[src/rtl/rst_ctrl_pkg.sv]
package rst_ctrl_pkg;
  // register map; bit 0 of each word is the only live field
  localparam int unsigned ADDR_GBL  = 0;
  localparam int unsigned ADDR_SER  = 1;
  localparam int unsigned ADDR_QPTR = 2;
  localparam int unsigned ADDR_STAT = 3;

  // strobes from control decode to the reset datapath
  typedef struct packed {
    logic gblWr;
    logic gblVal;
    logic serWr;
    logic serVal;
    logic qptrPulse;
  } rst_stb_t;
endpackage

[src/rtl/rst_ctrl_sync.sv]
module rst_ctrl_sync #(
  parameter int unsigned STAGES = 2
) (
  input  logic clk,
  input  logic asyncRstN,
  output logic syncRstN
);
  logic [STAGES-1:0] chain;

  generate
    for (genvar i = 0; i < STAGES; i++) begin : g_stage
      if (i == 0) begin : g_first
        always_ff @(posedge clk or negedge asyncRstN) begin
          if (!asyncRstN) chain[i] <= 1'b0;
          else            chain[i] <= 1'b1;
        end
      end else begin : g_next
        always_ff @(posedge clk or negedge asyncRstN) begin
          if (!asyncRstN) chain[i] <= 1'b0;
          else            chain[i] <= chain[i-1];
        end
      end
    end
  endgenerate

  assign syncRstN = chain[STAGES-1];
endmodule

[src/rtl/rst_ctrl_ctl.sv]
module rst_ctrl_ctl
  import rst_ctrl_pkg::*;
#(
  parameter int unsigned ADDR_W      = 2,
  parameter int unsigned DATA_W      = 8,
  parameter int unsigned SYNC_STAGES = 2
) (
  input  logic              clk,
  input  logic              extRstN,
  input  logic              wrEn,
  input  logic [ADDR_W-1:0] addr,
  input  logic [DATA_W-1:0] wrData,
  input  logic              gblBit,
  output logic              pinRstN,
  output rst_stb_t          stb
);
  logic writeHit;
  logic dataBit;
  logic unusedHiBits;

  rst_ctrl_sync #(.STAGES(SYNC_STAGES)) u_sync (
    .clk      (clk),
    .asyncRstN(extRstN),
    .syncRstN (pinRstN)
  );

  assign writeHit     = wrEn && pinRstN;
  assign dataBit      = wrData[0];
  assign unusedHiBits = ^wrData[DATA_W-1:1];

  always_comb begin
    stb           = '0;
    stb.gblVal    = dataBit;
    stb.serVal    = dataBit;
    stb.gblWr     = writeHit && (addr == ADDR_W'(ADDR_GBL));
    stb.serWr     = writeHit && !gblBit && (addr == ADDR_W'(ADDR_SER));
    stb.qptrPulse = writeHit && !gblBit && dataBit && (addr == ADDR_W'(ADDR_QPTR));
  end
endmodule

[src/rtl/rst_ctrl_dp.sv]
module rst_ctrl_dp
  import rst_ctrl_pkg::*;
#(
  parameter int unsigned ADDR_W   = 2,
  parameter int unsigned DATA_W   = 8,
  parameter int unsigned DONE_CYC = 16
) (
  input  logic              clk,
  input  logic              pinRstN,
  input  rst_stb_t          stb,
  input  logic [ADDR_W-1:0] addr,
  output logic [DATA_W-1:0] rdData,
  output logic              gblBit,
  output logic              serBit,
  output logic              globalRstN,
  output logic              serRstN,
  output logic              qptrRstN
);
  localparam int unsigned CNT_W = $clog2(DONE_CYC + 1);
  localparam logic [CNT_W-1:0] CNT_END = CNT_W'(DONE_CYC);

  logic             gblRst;
  logic             serRst;
  logic             qPulse;
  logic [CNT_W-1:0] settleCnt;
  logic             rstDone;

  always_ff @(posedge clk or negedge pinRstN) begin
    if (!pinRstN)       gblRst <= 1'b0;
    else if (stb.gblWr) gblRst <= stb.gblVal;
  end

  always_ff @(posedge clk or negedge pinRstN) begin
    if (!pinRstN)       serRst <= 1'b0;
    else if (gblRst)    serRst <= 1'b0;
    else if (stb.serWr) serRst <= stb.serVal;
  end

  always_ff @(posedge clk or negedge pinRstN) begin
    if (!pinRstN) qPulse <= 1'b0;
    else          qPulse <= stb.qptrPulse;
  end

  always_ff @(posedge clk or negedge pinRstN) begin
    if (!pinRstN)                 settleCnt <= '0;
    else if (gblRst || serRst)    settleCnt <= '0;
    else if (settleCnt != CNT_END) settleCnt <= settleCnt + 1'b1;
  end

  assign rstDone    = (settleCnt == CNT_END) && !gblRst && !serRst;
  assign globalRstN = pinRstN && !gblRst;
  assign serRstN    = globalRstN && !serRst;
  assign qptrRstN   = globalRstN && !qPulse;
  assign gblBit     = gblRst;
  assign serBit     = serRst;

  always_comb begin
    rdData = '0;
    case (addr)
      ADDR_W'(ADDR_GBL):  rdData[0] = gblRst;
      ADDR_W'(ADDR_SER):  rdData[0] = serRst;
      ADDR_W'(ADDR_STAT): rdData[0] = rstDone;
      default:            rdData = '0;
    endcase
  end
endmodule

[src/rtl/rst_ctrl_top.sv]
module rst_ctrl_top
  import rst_ctrl_pkg::*;
#(
  parameter int unsigned ADDR_W      = 2,
  parameter int unsigned DATA_W      = 8,
  parameter int unsigned SYNC_STAGES = 2,
  parameter int unsigned DONE_CYC    = 16
) (
  input  logic              clk,
  input  logic              extRstN,
  input  logic              wrEn,
  input  logic [ADDR_W-1:0] addr,
  input  logic [DATA_W-1:0] wrData,
  output logic [DATA_W-1:0] rdData,
  output logic              busOe,
  output logic              globalRstN,
  output logic              serRstN,
  output logic              qptrRstN
);
  rst_stb_t stb;
  logic     pinRstN;
  logic     gblBit;
  logic     serBit;

  rst_ctrl_ctl #(
    .ADDR_W(ADDR_W), .DATA_W(DATA_W), .SYNC_STAGES(SYNC_STAGES)
  ) u_ctl (
    .clk    (clk),
    .extRstN(extRstN),
    .wrEn   (wrEn),
    .addr   (addr),
    .wrData (wrData),
    .gblBit (gblBit),
    .pinRstN(pinRstN),
    .stb    (stb)
  );

  rst_ctrl_dp #(
    .ADDR_W(ADDR_W), .DATA_W(DATA_W), .DONE_CYC(DONE_CYC)
  ) u_dp (
    .clk       (clk),
    .pinRstN   (pinRstN),
    .stb       (stb),
    .addr      (addr),
    .rdData    (rdData),
    .gblBit    (gblBit),
    .serBit    (serBit),
    .globalRstN(globalRstN),
    .serRstN   (serRstN),
    .qptrRstN  (qptrRstN)
  );

  assign busOe = pinRstN;
endmodule

[config.mk]
export PLATFORM = sky130hd
export DESIGN_NAME = rst_ctrl_top
export DESIGN_NICKNAME = d
export VERILOG_FILES = /design/src/rtl/rst_ctrl_pkg.sv /design/src/rtl/rst_ctrl_sync.sv /design/src/rtl/rst_ctrl_ctl.sv /design/src/rtl/rst_ctrl_dp.sv /design/src/rtl/rst_ctrl_top.sv
export SDC_FILE = /design/constraint.sdc
export NUM_CORES = 1
export LEC_CHECK = 0
export BUFFER_PORTS_ARGS = -buffer_cell sky130_fd_sc_hd__buf_2
export CORE_MARGIN = 2
export CORE_UTILIZATION = 46
export CTS_CLUSTER_DIAMETER = 80
export DETAILED_ROUTE_END_ITERATION = 6
export PLACE_DENSITY = 0.82
export SLEW_MARGIN = 20
export SYNTH_ARGS = -nofsm -noshare
export SYNTH_HDL_FRONTEND = slang
export SYNTH_HIERARCHICAL = 1
export SYNTH_SLANG_ARGS = --single-unit
[constraint.sdc]
create_clock -name clk -period 1.3 [get_ports clk]
set_input_delay 0.26 -clock clk [delete_from_list [all_inputs] [get_ports clk]]
set_output_delay 0.26 -clock clk [all_outputs]
set_load 0.02 [all_outputs]
==> out/results.ini <==
[outcome]
status = finished with violations
violations = setup timing

[detailed_routing]
firstDrtPassIters = 2
drt_iter0_drc = 6
detail_route.vias_per_cell = 5.09
drc = 0
ant_nets = 0
routedWlPerCell_um = 18.5
vias = 555
wl_um = 2020

[cts]
cts_buffer_depth = 2
clkTransAtPathRegs_ps = 70
cts_buffers = 3
cts_tree = yes
ctsHtreeMaxLevel = 1
clock_sinks = 10
clock-root-buffer = clkbuf_4
clock_latency_ps = 280

[sta]
final_max_slew_viol_count = 0
holdWs_ps = 215
fin_crit_sh_pct = 127
finClkSkew_ps = 5.06
setup_ws_ps = -349
finalSetupViolations = 9
rsz0062_at_grt = yes
hold_viol = 0
tns_ps = -1830
period_needed_ps = 1650
max_clock_freq_mhz = 607

[power_and_ir_drop]
irDropWorstVdd_uv = 849
p_leak_nw = 0.497
pwr_density_cell_mw_per_mm2 = 1350
p_total_mw = 1.39

[yosys]
muxShareOfSynthArea_pct = 13.2
yosysSeqAreaShare_pct = 39.3
synth_top_family_by_area = simple AND/OR/NAND/NOR gates
ys_types = 24
yosys.area_share.simple_pct = 25.3
ys_ff_latch = 10
syn_inst = 58
synth-compound-area-share_pct = 1.38
synthAdderAreaFrac_pct = 3.93
syn_area_um2 = 637
synth_area_per_cell_um2 = 11.0
synthXorXnorAreaFrac_pct = 1.38
yosysWarningCount = 6

[layout]
final_util_pct = 78.9
layout.nets = 110
synthToLayoutAreaGrowth_pct = 61.3
diodes = 0
drive_above_1_share_pct = 61.7
final_cell_mix = buf_4 (17), buf_6 (13), dfrtp_1 (9)
final_common_cell = buf_4

[setup_path]
setup.worst_path.end_class = output pin
critPathArrivalTime_ps = 1390
max_stage_delay_ps = 390
timing.rr.start = u_dp/settleCnt[0]
start_kind = flop
worstPathCellList = inv_1 > ha_1 > and4bb_4 > o2bb2ai_2 > buf_6
cp-startpoint = u_dp/settleCnt[0]
rr_worst_depth = 7
cp_slowest_cell = dfrtp_1
critPathMaxFanout = 2
crit_required_ps = 1040
crit_type = flop to output pin

[floorplanning]
core_mm2 = 0.00130
die-height_um = 41.2
dieWidth_um = 41.2
initial_core_util_pct = 48.9
rows = 13
ioPinCount = 25
dieArea_mm2 = 0.00170

[flow_run]
maxCapViolCount = 0

[placed_design]
dpl.hpwl_um = 849
port_buffers = 10
gp_congestion = 0.759

[global_routing]
grt_pass1_vias = 539
antenna_found_initial = 0
grt_use_total_pct = 22.6
grt_overflow = 0
grt_max_degree = 13
grt_pass1_wl_um = 2340

[worst_hold_path]
hp-class = flop to async pin

[where the power goes]
group | internal [mW] | switching (mW)
logic | 0.368 | 0.335
clock network | 0.171 | 0.124
registers | 0.361 | 0.0294
total | 0.900 | 0.488
[routing by layer]
layer	global-route usage (%)	share of wire, %	routed length (µm)	vias up
li1	-	-	-	257
met1	21.3	38	764	278
met2	43.4	56	1120	14
met3	8.15	3.3	67	6
met4	8.87	3.2	64	0
met5	0	0	0	-
[synthesized netlist by cell type]
cell type,count,area (µm²)
nand2_1,1,3.75
nand2_2,1,6.26
conb_1,2,7.51
buf_4,9,67.6
mux2_4,2,30.0
nand3_1,2,10.0
nor4_1,1,6.26
ha_1,2,25.0
inv_1,2,7.51
nor4b_2,1,15.0
nor4bb_1,1,10.0
buf_2,1,5.00
xnor2_1,1,8.76
mux2_2,3,33.8
dfrtp_1,10,250
buf_6,1,11.3
o2bb2ai_1,1,8.76
and4bb_4,1,16.3
nor2b_1,2,12.5
mux2i_1,2,20.0
nor3b_1,6,45.0
nor3_1,4,20.0
nor2_1,1,3.75
nor4_2,1,12.5
[final timing paths]
kind	to	slack [ps]
setup / recovery	rdData[0]	-350
min in group clk	u_dp/qPulse	230
setup reg to reg	u_dp/settleCnt[0]	-300
max in group asynchronous	u_dp/settleCnt[0]	590
hold / removal	u_dp/qPulse	220
hold reg to reg	u_dp/qPulse	220
[through the flow]
stage | std cells | setup WS, ps | area [µm²]
after global placement | 86 | -87.8 | 722
after floorplan | 64 | -105 | 677
after detailed placement | 86 | -108 | 722
final | 109 | -349 | 1030
after global routing | 109 | -420 | 1030
after CTS | 100 | -326 | 913
[timing repair]
item | CTS | global route
hold buffers | 1 | 0
hold endpoints to repair | 2 | 0
pin swaps | 0 | 5
resized for setup | 19 | 9
setup endpoints to repair | 6 | 10
setup buffers | 9 | 10
[area by class of cell]
cell class	count	area, µm²
multi-input cells	41	399
repair buffers	37	314
fillers	81	274
flip-flops and latches	10	251
clock buffers	4	36.3
well taps	15	18.8
inverters	2	7.51
[state kept, by name (all words and copies together) (netlist names)]
signal / cells
u_ctl/u_sync/syncRstN: 1
u_ctl/u_sync/chain: 1
u_dp/qPulse: 1
u_dp/gblBit: 1
u_dp/serBit: 1
u_dp/settleCnt: 5
[kinds of logic (layout without fill, tap and decap cells)]
| group | count (synthesis) | count (layout) |
|---|---|---|
| fa+ha+maj | 2 | 2 |
| buf+inv | 13 | 43 |
| compound gates | 1 | 1 |
| other cells | 2 | 8 |
| xor+xnor | 1 | 1 |
| mux | 7 | 7 |
| flops | 10 | 10 |
| simple gates | 22 | 22 |
[worst max-delay path: cells and delay by family (launching register included)]
kind | cells | cell delay (ps)
DFF | 1 | 390
and+or+nand+nor | 1 | 250
buffers and inverters | 2 | 200
adders and majority gates | 1 | 150
AOI/OAI and AO/OA | 1 | 120
No activity file was read; power rests on OpenSTA's default activity.
